==> src/rtl/idxm_pkg.sv <==
package idxm_pkg;

  typedef enum logic [2:0] {
    ST_IDLE  = 3'd0,
    ST_READ  = 3'd1,
    ST_CALC  = 3'd2,
    ST_WRITE = 3'd3,
    ST_DONE  = 3'd4
  } idxm_state_t;

  typedef struct packed {
    logic pre;
    logic wb;
  } idxm_ctl_t;

endpackage

==> src/rtl/idxm_mod_sel.sv <==
module idxm_mod_sel #(
  parameter int WORD_W  = 16,
  parameter int FIELD_W = 8
) (
  input  logic               from_stack,
  input  logic [FIELD_W-1:0] field,
  input  logic [WORD_W-1:0]  stack_top,
  output logic [WORD_W-1:0]  modv
);

  localparam int EXT_W = (WORD_W > FIELD_W) ? (WORD_W - FIELD_W) : 0;

  logic [WORD_W-1:0] field_ext;

  generate
    if (EXT_W > 0) begin : g_sext
      assign field_ext = {{EXT_W{field[FIELD_W-1]}}, field};
    end else begin : g_trunc
      assign field_ext = field[WORD_W-1:0];
    end
  endgenerate

  always_comb begin
    modv = from_stack ? stack_top : field_ext;
  end

endmodule

==> src/rtl/idxm_calc.sv <==
module idxm_calc #(
  parameter int WORD_W = 16
) (
  input  logic [WORD_W-1:0] word,
  input  logic [WORD_W-1:0] modv,
  input  logic              pre,
  output logic [WORD_W-1:0] sum,
  output logic [WORD_W-1:0] eff
);

  always_comb begin
    sum = word + modv;
    eff = pre ? sum : word;
  end

endmodule

==> src/rtl/idxm_ctrl.sv <==
module idxm_ctrl
  import idxm_pkg::*;
#(
  parameter int WORD_W = 16,
  parameter int LOC_W  = 9,
  parameter int ADDR_W = 16
) (
  input  logic              clk,
  input  logic              rst,
  input  logic              req_valid,
  input  logic [LOC_W-1:0]  req_loc,
  input  idxm_ctl_t         req_ctl,
  input  logic [WORD_W-1:0] req_mod,
  input  logic [WORD_W-1:0] mem_rdata,
  input  logic [WORD_W-1:0] calc_sum,
  input  logic [WORD_W-1:0] calc_eff,
  output logic [WORD_W-1:0] calc_word,
  output logic [WORD_W-1:0] calc_mod,
  output logic              calc_pre,
  output logic              busy,
  output logic              done,
  output logic [WORD_W-1:0] eff_addr,
  output logic [ADDR_W-1:0] mem_addr,
  output logic              mem_re,
  output logic              mem_we,
  output logic [WORD_W-1:0] mem_wdata
);

  localparam int PAD_W = ADDR_W - LOC_W;

  idxm_state_t       st;
  logic [LOC_W-1:0]  loc_q;
  logic [WORD_W-1:0] mod_q;
  idxm_ctl_t         ctl_q;
  logic              re_q;
  logic              we_q;
  logic              done_q;
  logic [ADDR_W-1:0] addr_q;
  logic [WORD_W-1:0] wdata_q;
  logic [WORD_W-1:0] eff_q;

  always_ff @(posedge clk) begin
    if (rst) begin
      st      <= ST_IDLE;
      loc_q   <= '0;
      mod_q   <= '0;
      ctl_q   <= '0;
      re_q    <= 1'b0;
      we_q    <= 1'b0;
      done_q  <= 1'b0;
      addr_q  <= '0;
      wdata_q <= '0;
      eff_q   <= '0;
    end else begin
      re_q   <= 1'b0;
      we_q   <= 1'b0;
      done_q <= 1'b0;
      case (st)
        ST_IDLE: begin
          if (req_valid) begin
            loc_q  <= req_loc;
            mod_q  <= req_mod;
            ctl_q  <= req_ctl;
            addr_q <= {{PAD_W{1'b0}}, req_loc};
            re_q   <= 1'b1;
            st     <= ST_READ;
          end
        end
        ST_READ: begin
          st <= ST_CALC;
        end
        ST_CALC: begin
          eff_q   <= calc_eff;
          wdata_q <= calc_sum;
          if (ctl_q.wb) begin
            we_q <= 1'b1;
            st   <= ST_WRITE;
          end else begin
            done_q <= 1'b1;
            st     <= ST_DONE;
          end
        end
        ST_WRITE: begin
          done_q <= 1'b1;
          st     <= ST_DONE;
        end
        ST_DONE: begin
          st <= ST_IDLE;
        end
        default: begin
          st <= ST_IDLE;
        end
      endcase
    end
  end

  always_comb begin
    calc_word = mem_rdata;
    calc_mod  = mod_q;
    calc_pre  = ctl_q.pre;
    busy      = (st != ST_IDLE);
    done      = done_q;
    eff_addr  = eff_q;
    mem_addr  = addr_q;
    mem_re    = re_q;
    mem_we    = we_q;
    mem_wdata = wdata_q;
  end

  AST_RE_SINGLE: assert property (@(posedge clk) disable iff (rst) re_q |=> !re_q) else $error("read strobe longer than one cycle");
  AST_WE_THEN_DONE: assert property (@(posedge clk) disable iff (rst) we_q |=> done_q) else $error("write not followed by done");
  AST_NO_WE_WITHOUT_WB: assert property (@(posedge clk) disable iff (rst) (done_q && !ctl_q.wb) |-> !$past(we_q)) else $error("write without write-back");
  AST_DONE_PULSE: assert property (@(posedge clk) disable iff (rst) done_q |=> !done_q) else $error("done longer than one cycle");
  AST_BUSY_HOLD: assert property (@(posedge clk) disable iff (rst) (busy && !done_q) |=> busy) else $error("busy dropped early");
  AST_IGNORE_BUSY: assert property (@(posedge clk) disable iff (rst) (busy && req_valid) |=> $stable(loc_q)) else $error("request taken while busy");

endmodule

==> src/rtl/idx_modify_unit.sv <==
module idx_modify_unit
  import idxm_pkg::*;
#(
  parameter int WORD_W  = 16,
  parameter int LOC_W   = 9,
  parameter int ADDR_W  = 16,
  parameter int FIELD_W = 8
) (
  input  logic               clk,
  input  logic               rst,
  input  logic               req_valid,
  input  logic [LOC_W-1:0]   req_loc,
  input  logic               req_pre,
  input  logic               req_wb,
  input  logic               req_from_stack,
  input  logic [FIELD_W-1:0] req_field,
  input  logic [WORD_W-1:0]  stack_top,
  output logic               busy,
  output logic               done,
  output logic [WORD_W-1:0]  eff_addr,
  output logic [ADDR_W-1:0]  mem_addr,
  output logic               mem_re,
  output logic               mem_we,
  output logic [WORD_W-1:0]  mem_wdata,
  input  logic [WORD_W-1:0]  mem_rdata
);

  logic [WORD_W-1:0] modv;
  logic [WORD_W-1:0] calc_word;
  logic [WORD_W-1:0] calc_mod;
  logic              calc_pre;
  logic [WORD_W-1:0] calc_sum;
  logic [WORD_W-1:0] calc_eff;
  idxm_ctl_t         ctl;

  always_comb begin
    ctl.pre = req_pre;
    ctl.wb  = req_wb;
  end

  idxm_mod_sel #(.WORD_W(WORD_W), .FIELD_W(FIELD_W)) u_mod_sel (
    .from_stack (req_from_stack),
    .field      (req_field),
    .stack_top  (stack_top),
    .modv       (modv)
  );

  idxm_calc #(.WORD_W(WORD_W)) u_calc (
    .word (calc_word),
    .modv (calc_mod),
    .pre  (calc_pre),
    .sum  (calc_sum),
    .eff  (calc_eff)
  );

  idxm_ctrl #(.WORD_W(WORD_W), .LOC_W(LOC_W), .ADDR_W(ADDR_W)) u_ctrl (
    .clk       (clk),
    .rst       (rst),
    .req_valid (req_valid),
    .req_loc   (req_loc),
    .req_ctl   (ctl),
    .req_mod   (modv),
    .mem_rdata (mem_rdata),
    .calc_sum  (calc_sum),
    .calc_eff  (calc_eff),
    .calc_word (calc_word),
    .calc_mod  (calc_mod),
    .calc_pre  (calc_pre),
    .busy      (busy),
    .done      (done),
    .eff_addr  (eff_addr),
    .mem_addr  (mem_addr),
    .mem_re    (mem_re),
    .mem_we    (mem_we),
    .mem_wdata (mem_wdata)
  );

endmodule

==> config.mk <==
export PLATFORM = sky130hd
export DESIGN_NAME = idx_modify_unit
export DESIGN_NICKNAME = d
export VERILOG_FILES = /design/src/rtl/idxm_pkg.sv /design/src/rtl/idxm_mod_sel.sv /design/src/rtl/idxm_calc.sv /design/src/rtl/idxm_ctrl.sv /design/src/rtl/idx_modify_unit.sv
export SDC_FILE = /design/constraint.sdc
export NUM_CORES = 1
export LEC_CHECK = 0
export BUFFER_PORTS_ARGS = -buffer_cell sky130_fd_sc_hd__clkbuf_2
export CORE_MARGIN = 4
export CORE_UTILIZATION = 50
export DETAILED_ROUTE_END_ITERATION = 6
export GPL_ROUTABILITY_DRIVEN = 0
export PLACE_DENSITY = 0.78
export SYNTH_ARGS = -nofsm -noshare
export SYNTH_HDL_FRONTEND = slang
export SYNTH_SLANG_ARGS = --single-unit
==> constraint.sdc <==
create_clock -name clk -period 3.5 [get_ports clk]
set_input_delay 0.7 -clock clk [delete_from_list [all_inputs] [get_ports clk]]
set_output_delay 0.7 -clock clk [all_outputs]
set_load 0.03 [all_outputs]
==> results of run 1 <==
==> stage by stage <==
step | hold slack (ns) | setup slack, ns | cells | util [%]
2_1_floorplan | 0.453 | 0.919 | 422 | -
3_3_place_gp | 0.442 | 0.679 | 567 | 57.5
3_5_place_dp | 0.446 | 0.621 | 567 | 57.5
4_1_cts | 0.456 | 0.977 | 583 | 61.4
5_1_grt | 0.478 | 0.870 | 583 | 61.4
6_report | 0.456 | 0.976 | 583 | 61.4
==> critical path, stage by stage <==
cell	delay (ns)
clkbuf_2	0.09
ha_1	0.22
fa_1	0.43
a211oi_1	0.20
o21ai_0	0.20
a221o_1	0.40
a31oi_1	0.21
xor2_1	0.20
o22ai_1	0.09
==> logic make-up after synthesis <==
kind of cell	after synthesis
simple gates	149
compound gates	109
other cells	1
fa+ha+maj	16
buf+inv	41
mux	22
xor+xnor	13
flops	65
==> cell usage after synthesis (2+ instances only) <==
cell       n  area (um^2)
a21o_1     5         37.5
dfxtp_1   65         1300
clkbuf_8   3         41.3
buf_1      2         7.51
a211oi_1  23          173
inv_1      4         15.0
a21oi_1   39          195
o211ai_1   3         22.5
nor4b_1    5         43.8
and2_1     2         12.5
nor2_1    34          128
o22ai_1    3         18.8
nand4_1    5         31.3
clkbuf_1  19         71.3
nor3_1    16         80.1
buf_2      3         15.0
nor2b_1    7         43.8
and3_1     4         25.0
o21ai_0   17         85.1
a221oi_1   2         17.5
xor2_1     5         43.8
a221o_1    2         20.0
xnor2_1    8         70.1
a31oi_1    7         43.8
mux2i_1   22          220
ha_1      15          188
buf_4      9         67.6
nor4_1     2         12.5
nand3_1    3         15.0
nand2_1   61          229
nor3b_1    3         22.5
==> where the power goes <==
| part | switching [uW] | internal [uW] | total (uW) |
|---|---|---|---|
| clock | 294 | 532 | 826 |
| combinational | 297 | 175 | 472 |
| sequential | 36.1 | 788 | 825 |
| total | 627 | 1500 | 2120 |
==> sequential cells by signal, indices dropped and copies added, names as in the netlist <==
name / flops
u_ctrl.st: 3
u_ctrl.mem_we: 1
u_ctrl.ctl_q: 1
u_ctrl.eff_addr: 16
u_ctrl.mem_re: 1
u_ctrl.calc_pre: 1
u_ctrl.calc_mod: 16
u_ctrl.done: 1
u_ctrl.mem_addr: 9
u_ctrl.mem_wdata: 16
==> area by class of cell <==
type / count / share of cell area (%)
inverter: 4 / 0.362
sequential: 65 / 31.4
multi-input combinational: 316 / 47.0
clock inverter: 4 / 2.35
clock buffer: 12 / 3.98
tap: 80 / 2.41
timing repair buffer: 102 / 12.5
==> metal layers <==
metal  vias up  wire, um  share of wire [%]
met4         0       179                2.1
met3        18       816                9.5
met2       131      3750                 44
li1       1647         -                  -
met1      1462      3850                 45
met5         -         0                  0
==> worst min-delay path by stage <==
stage                          end  slack, ns  cells past startpoint                start
6_report        u_ctrl.eff_addr[2]       0.46                      2   u_ctrl.eff_addr[2]
5_1_grt        u_ctrl.mem_wdata[5]       0.48                      2  u_ctrl.mem_wdata[5]
4_1_cts        u_ctrl.mem_wdata[4]       0.46                      2  u_ctrl.mem_wdata[4]
3_5_place_dp   u_ctrl.mem_wdata[4]       0.45                      2  u_ctrl.mem_wdata[4]
3_3_place_gp    u_ctrl.mem_addr[4]       0.44                      2   u_ctrl.mem_addr[4]
2_1_floorplan      u_ctrl.ctl_q[0]       0.45                      2      u_ctrl.ctl_q[0]
==> impl_metrics.csv, run 1 <==
group,metric,value,unit
outcome,status,"completed",
clock_tree,cts_hold_buf,0,
synthesis,synth_mux_area_share,6.38,%
synthesis,synth_fa_ha_area_share,6.02,%
clock_tree,clk_latency,0.34,ns
final_layout,final_common_cell,"clkbuf_2",
global_route,met2_usage,31.5,%
global_route,grt_first_pass_wirelength,14.4,mm
final_layout,antenna_cells,0,
clock_tree,cts_tree,"yes",
floorplanning,die_y,91.1,um
synthesis,synth_ff_type,"dfxtp_1",
global_route,antenna_found_initial,0,
final_layout,seqCellArea,1300,um^2
detailed_routing,viasPerCell,5.59,
sta,tightest_slew,1.12,ns
critical_path,critPathRequiredTime,3.71,ns
sta,period_minus_slack,2.52,ns
clock_tree,clk_path_buf_depth,2,
floorplanning,io_pins,107,
placed_design,post_dp_cell_area,3880,um^2
critical_path,r2r_end,"u_ctrl.mem_wdata[14]",
final_layout,area.growth.synth_to_final,20.1,%
sta,max_freq,396,MHz
global_route,grt_max_degree,55,
final_layout,mostFrequentLayoutCells,"clkbuf_2 (99), dfxtp_1 (65), nand2_1 (61)",
detailed_routing,num_vias,3258,
placed_design,io_buffers,99,
critical_path,crit_arrival,2.73,ns
clock_tree,htreeDepth,3,
sta,rsz0062_at_grt,"no",
detailed_routing,routedWlPerCell,14.7,um
synthesis,ys_seq_area_share,37.7,%
clock_tree,post_cts_buffers,0,
floorplanning,num_rows,30,
final_layout,layout.nets,569,
synthesis,synth.avg_cell_area,8.30,um^2
clock_tree,ctsResizeCount,0,
sta,hold_viol_final,0,
clock_tree,cts_made_buffers,9,
power_and_ir_drop,ir_drop,0.280,mV
global_route,grt_use_met1,28.7,%
critical_path,crit_end,"u_ctrl.mem_wdata[14]",
final_layout,drive_above_1_share,24.5,%
min_path,hold_class,"flip-flop to flip-flop",
detailed_routing,routed_wl,8.60,mm
synthesis,synth-edff-count,0,
synthesis,synth.distinct_cells,49,
final_layout,design_area,4150,um^2
power_and_ir_drop,p_per_area,512,nW/um^2
global_route,groute.layer.met3.usage,6.71,%
synthesis,synth_area,3450,um^2
detailed_routing,drt_iter0_drc,237,
synthesis,synth_simple_gate_area_share,20.2,%
global_route,busiest_layer,"met2",
synthesis,synth_cells,416,
global_route,overflow,0,
sta,slew_headroom,25.4,%
detailed_routing,drtPass1Iterations,4,
clock_tree,path_clk_slew,0.07,ns
critical_path,endpoint_kind,"flip-flop",
clock_tree,cts_sinks,65,
sta,fin_worst_skew,0.00892,ns
critical_path,setup.worst_path.start_class,"input pin",
critical_path,r2r-start,"u_ctrl.calc_mod[0]",
sta,finalMaxSlewViolations,0,
flow_run,drv_cap,0,
critical_path,reg2regPathDepth,8,
detailed_routing,drc,0,
floorplanning,die-area,8300,um^2
clock_tree,clock-root-buffer,"clkbuf_8",
final_layout,multiInputGateArea,1950,um^2
floorplanning,core,6760,um^2
synthesis,synth-seq-cells,65,
critical_path,path_max_fanout,3,
floorplanning,start_util,51.1,%
placed_design,hpwl,6.30,mm
critical_path,path_class,"input pin to flip-flop",
global_route,grt_pass1_vias,3020,
synthesis,synth_top_family_by_area,"simple AND/OR/NAND/NOR gates",
global_route,grt.total_usage,21.1,%
sta,setup_viol,0,
critical_path,rrSetupSlack,1.11,ns
power_and_ir_drop,p_leak,0.00186,uW
floorplanning,die_w,91.1,um
synthesis,synthArstFlopShare,0,%
sta,min_period_over_period,72.1,%
final_layout,fill_cells,599,
sta,final.setup.tns,0,ns
synthesis,yosys_warnings,0,
synthesis,synth-xor-area-share,3.30,%
power_and_ir_drop,finalPower,2120,uW
detailed_routing,final_antenna_net_count,0,
synthesis,synth_compound_area_share,19.7,%
critical_path,setup.worst_path.start,"mem_rdata[0]",
(Power assumes the default switching activity.)
==> run 2, diff against run 1 <==
ABC_AREA = 1   (was default)
clock period = 2.6 ns   (was 3.5 ns; I/O delays follow)
==> impl_metrics.csv, run 2 <==
group,metric,value,unit
detailed_routing,wl_met1,4.00,mm
floorplanning,core,6910,um^2
critical_path,path_max_fanout,11,
placed_design,dp.cells,697,
final_layout,multiInputGateArea,1910,um^2
clock_tree,cts_sinks,65,
detailed_routing,num_vias,3582,
synthesis,yosysMostFrequentCell,"nand2_1",
sta,hold_viol_final,0,
detailed_routing,dr_wl_met2,4.27,mm
synthesis,synth_cells,524,
synthesis,synth_area,3600,um^2
final_layout,fill_cells,656,
critical_path,r2r_end,"u_ctrl.mem_wdata[14]",
global_route,antenna_found_initial,0,
final_layout,antenna_cells,0,
power_and_ir_drop,ir_drop,0.388,mV
sta,slew_headroom,59.2,%
floorplanning,num_rows,30,
sta,tightest_slew,0.611,ns
synthesis,synth-seq-cells,65,
detailed_routing,drt_iter0_drc,177,
clock_tree,clk_path_buf_depth,2,
detailed_routing,drc,0,
min_path,hp-start,"req_loc[1]",
clock_tree,cts_made_buffers,9,
synthesis,synth_common_cells,"nand2_1 (128), a21oi_1 (66), dfxtp_1 (65)",
placed_design,io_buffers,99,
final_layout,drive_above_1_share,24.3,%
synthesis,synth.distinct_cells,35,
global_route,overflow,0,
sta,min_period_over_period,74.6,%
global_route,grt_pass1_vias,3432,
detailed_routing,final_antenna_net_count,0,
synthesis,synthArstFlopShare,0,%
min_path,hold_path_depth,3,
synthesis,synth-edff-count,0,
synthesis,yosys-top-cells-area,"dfxtp_1 (36%), nand2_1 (13%), a21oi_1 (9.2%)",
clock_tree,cts_tree,"yes",
sta,max_freq,516,MHz
clock_tree,post_cts_buffers,0,
final_layout,area.growth.synth_to_final,20.3,%
synthesis,yosys_warnings,0,
sta,final.setup.tns,0,ns
floorplanning,die-area,8610,um^2
power_and_ir_drop,p_per_area,727,nW/um^2
min_path,min_delay_worst_endpoint,"u_ctrl.mem_addr[1]",
placed_design,pre_cts_ws,0.456,ns
clock_tree,cts_hold_buf,0,
sta,fin_worst_skew,0.00848,ns
floorplanning,io_pins,107,
synthesis,synth_top_area_share,36.2,%
final_layout,layout.nets,683,
global_route,grt_first_pass_wirelength,15.5,mm
placed_design,hpwl,6.80,mm
sta,setup_ws,0.660,ns
sta,setup_viol,0,
synthesis,yosys.area.top_type,"dfxtp_1",
floorplanning,start_util,52.1,%
clock_tree,ctsResizeCount,0,
final_layout,final_common_cell,"nand2_1",
critical_path,r2r-start,"u_ctrl.calc_mod[0]",
detailed_routing,wl_met3,817,um
detailed_routing,routedWlPerCell,13.0,um
floorplanning,die_w,92.8,um
sta,finalMaxSlewViolations,0,
critical_path,rrSetupSlack,0.73,ns
critical_path,crit_arrival,1.42,ns
critical_path,reg2regPathDepth,12,
critical_path,critPathRequiredTime,2.08,ns
clock_tree,path_clk_slew,0.08,ns
detailed_routing,viasPerCell,5.02,
final_layout,seqCellArea,1300,um^2
clock_tree,clock-root-buffer,"clkbuf_8",
sta,rsz0062_at_grt,"no",
critical_path,endpoint_kind,"output port",
sta,period_minus_slack,1.94,ns
detailed_routing,drtPass1Iterations,4,
final_layout,mostFrequentLayoutCells,"nand2_1 (128), clkbuf_2 (99), a21oi_1 (66)",
global_route,grt.total_usage,22.3,%
sta,holdWs,0.414,ns
clock_tree,htreeDepth,3,
power_and_ir_drop,p_leak,0.00226,uW
flow_run,drv_cap,0,
synthesis,ys_seq_area_share,36.2,%
synthesis,synth_ff_type,"dfxtp_1",
floorplanning,die_y,92.8,um
detailed_routing,highest_layer,"met4",
global_route,grt_max_degree,47,
critical_path,setup.worst_path.start_class,"flip-flop",
detailed_routing,routed_wl,9.26,mm
outcome,status,"completed",
min_path,hold_class,"input pin to flip-flop",
final_layout,stdcell_count,713,
synthesis,synth.avg_cell_area,6.86,um^2
clock_tree,clk_latency,0.35,ns
critical_path,path_class,"flip-flop to output port",
## run 2: changes by cell type in the layout (fill, tap and decap cells not counted), sizes merged, moves of 7 or more
cell	delta
nor2	+30
nand3	+32
xnor2	-7
nand2	+78
a21oi	+34
mux2i	-22
inv	+49
nor2b	-7
nor3	-13
a211oi	-22
## run 2: worst max-delay path by stage
stage,from,end,slack [ns]
after floorplan,mem_rdata[0],u_ctrl.eff_addr[12],0.70
after global placement,mem_rdata[0],u_ctrl.mem_wdata[14],0.51
after detailed placement,mem_rdata[0],u_ctrl.mem_wdata[14],0.46
after CTS,u_ctrl.st[2],busy,0.64
after global routing,u_ctrl.calc_mod[0],u_ctrl.eff_addr[14],0.54
final,u_ctrl.st[2],busy,0.66
## run 2: stage by stage
step                utilization, %  cell area (um^2)  power (uW)
finish                        62.6              4330        3140
floorplan                        -              3620        1820
global placement              58.8              4060        2000
CTS                           62.6              4330        3160
global route                  62.6              4330        3320
detailed placement            58.8              4060        2010
## run 2: worst max-delay path, cell delays in order, from the launching register on
cell and delay [ns]:
dfxtp_1 0.34, nor2_1 0.16, inv_2 0.06, nor2_4 0.24, inv_2 0.07, clkbuf_2 0.19
## run 2: metal layers
| metal | up-vias | track usage, % |
|---|---|---|
| li1 | 1839 | - |
| met1 | 1600 | 27.0 |
| met2 | 125 | 36.7 |
| met3 | 18 | 7.23 |
| met4 | 0 | 8.42 |
| met5 | - | 0 |
## run 2: cell families after synthesis
logic type	count (synthesis)	synth area share [%]
simple gates	245	29.0
compound gates	103	15.8
buf+inv	86	11.2
flops	65	36.2
fa+ha+maj	16	5.78
xor+xnor	8	1.95
other cells	1	0.104
## run 2: power by group
part / internal, uW / switching, uW
Clock: 735 / 409
Combinational: 262 / 583
Sequential: 1090 / 61.2
## run 2: cell type report
cell class / instances / share of cell area, %
timing repair buffer: 102 / 12.0
inverter: 55 / 4.77
sequential: 65 / 30.1
clock buffer: 9 / 2.86
multi-input combinational: 379 / 44.2
clock inverter: 7 / 3.30
tap: 96 / 2.78
==> run 3, diff against run 2 <==
clock period = 2.04 ns   (was 2.6 ns; I/O delays follow)
==> impl_metrics.csv, run 3 (synthesis results as in run 2) <==
group,metric,value,unit
floorplanning,die_w,92.8,um
clock_tree,post_cts_buffers,0,
final_layout,final_common_cell,"nand2_1",
min_path,hold_class,"input pin to flip-flop",
global_route,grt.total_usage,22.4,%
power_and_ir_drop,p_leak,0.00228,uW
final_layout,antenna_cells,0,
placed_design,pre_cts_ws,-0.0410,ns
final_layout,drive_above_1_share,24.8,%
critical_path,critPathRequiredTime,2.29,ns
critical_path,crit_arrival,2.08,ns
floorplanning,die-area,8610,um^2
detailed_routing,drc,0,
floorplanning,num_rows,30,
clock_tree,clock-root-buffer,"clkbuf_8",
sta,setup_ws,0.203,ns
floorplanning,start_util,52.1,%
clock_tree,cts_tree,"yes",
placed_design,io_buffers,99,
final_layout,stdcell_count,716,
global_route,grt_max_degree,47,
sta,slew_headroom,59.9,%
power_and_ir_drop,ir_drop,0.469,mV
detailed_routing,num_vias,3586,
final_layout,utilization,63.0,%
detailed_routing,drtPass1Iterations,5,
sta,hold_viol_final,0,
global_route,overflow,0,
floorplanning,io_pins,107,
clock_tree,clk_path_buf_depth,2,
detailed_routing,routedWlPerCell,12.9,um
detailed_routing,final_antenna_net_count,0,
final_layout,mostFrequentLayoutCells,"nand2_1 (128), clkbuf_2 (99), a21oi_1 (66)",
outcome,status,"completed",
final_layout,layout.nets,686,
floorplanning,die_y,92.8,um
placed_design,hpwl,7.03,mm
clock_tree,cts_sinks,65,
final_layout,area.growth.synth_to_final,21.0,%
power_and_ir_drop,p_per_area,922,nW/um^2
detailed_routing,routed_wl,9.24,mm
sta,fin_worst_skew,0.0139,ns
clock_tree,path_clk_slew,0.08,ns
clock_tree,clk_latency,0.35,ns
global_route,antenna_found_initial,0,
clock_tree,htreeDepth,3,
global_route,grt_pass1_vias,3389,
critical_path,endpoint_kind,"flip-flop",
sta,finalMaxSlewViolations,0,
sta,period_minus_slack,1.84,ns
sta,rsz0062_at_grt,"no",
detailed_routing,drt_iter0_drc,179,
sta,final.setup.tns,0,ns
sta,holdWs,0.305,ns
critical_path,setup.worst_path.start_class,"flip-flop",
clock_tree,cts_made_buffers,9,
critical_path,path_max_fanout,3,
floorplanning,core,6910,um^2
global_route,grt_first_pass_wirelength,15.5,mm
sta,min_period_over_period,90.0,%
clock_tree,cts_hold_buf,0,
flow_run,drv_cap,0,
placed_design,dp.cells,700,
critical_path,path_class,"flip-flop to flip-flop",
sta,max_freq,544,MHz
sta,setup_viol,0,
detailed_routing,viasPerCell,5.01,
sta,tightest_slew,0.601,ns
[run 3: cell count changes in the layout (fill, tap and decap cells not counted), sizes merged]
cell | previous run | this run
buf | 3 | 6
[run 3: path summary, 6_finish.rpt]
kind	startpoint	endpoint	cells after the start	slack, ns
worst max-delay path	u_ctrl.calc_mod[0]	u_ctrl.mem_wdata[14]	12	0.20
worst min-delay path	req_loc[5]	u_ctrl.mem_addr[5]	3	0.30
worst max register to register	u_ctrl.calc_mod[0]	u_ctrl.mem_wdata[14]	12	0.20
worst min register to register	u_ctrl.mem_addr[5]	u_ctrl.mem_addr[5]	2	0.46
[run 3: power by group]
group | switching, uW | internal (uW)
clock network | 520 | 937
registers | 78.8 | 1390
logic | 744 | 339
[run 3: layout make-up]
type,count,area [um^2]
Tap cell,96,120
Timing Repair Buffer,105,541
Multi-Input combinational cell,379,1920
Clock inverter,7,143
Fill cell,668,2550
Sequential cell,65,1300
Clock buffer,9,124
Inverter,55,206
[run 3: metal layers]
metal,vias to the layer above,GRT usage [%],routed length [um]
li1,1845,-,-
met1,1600,27.0,4000
met2,127,37.5,4260
met3,14,7.39,811
met4,0,7.45,172
met5,-,0,0
[run 3: stage by stage]
| stage | area [um^2] | total power, uW |
|---|---|---|
| after global placement | 4080 | 2550 |
| after global routing | 4350 | 4240 |
| after floorplan | 3620 | 2320 |
| after CTS | 4350 | 4030 |
| final | 4350 | 4010 |
| after detailed placement | 4080 | 2580 |
[run 3: worst max-delay path, cell delays in order (launching register included)]
cell and delay [ns]:
dfxtp_1 0.34, ha_1 0.23, fa_2 0.38, nand2_1 0.08, nand2_1 0.06, nand3b_1 0.10, nand2_2 0.08, nand2_1 0.08
nand2_1 0.06, nand2_1 0.08, nand3_1 0.08, o211ai_1 0.13, inv_2 0.04
[run 3: timing repair]
item	CTS	global route
hold endpoints to repair	0	0
endpoints found under the setup margin	0	3
resized for setup	0	1
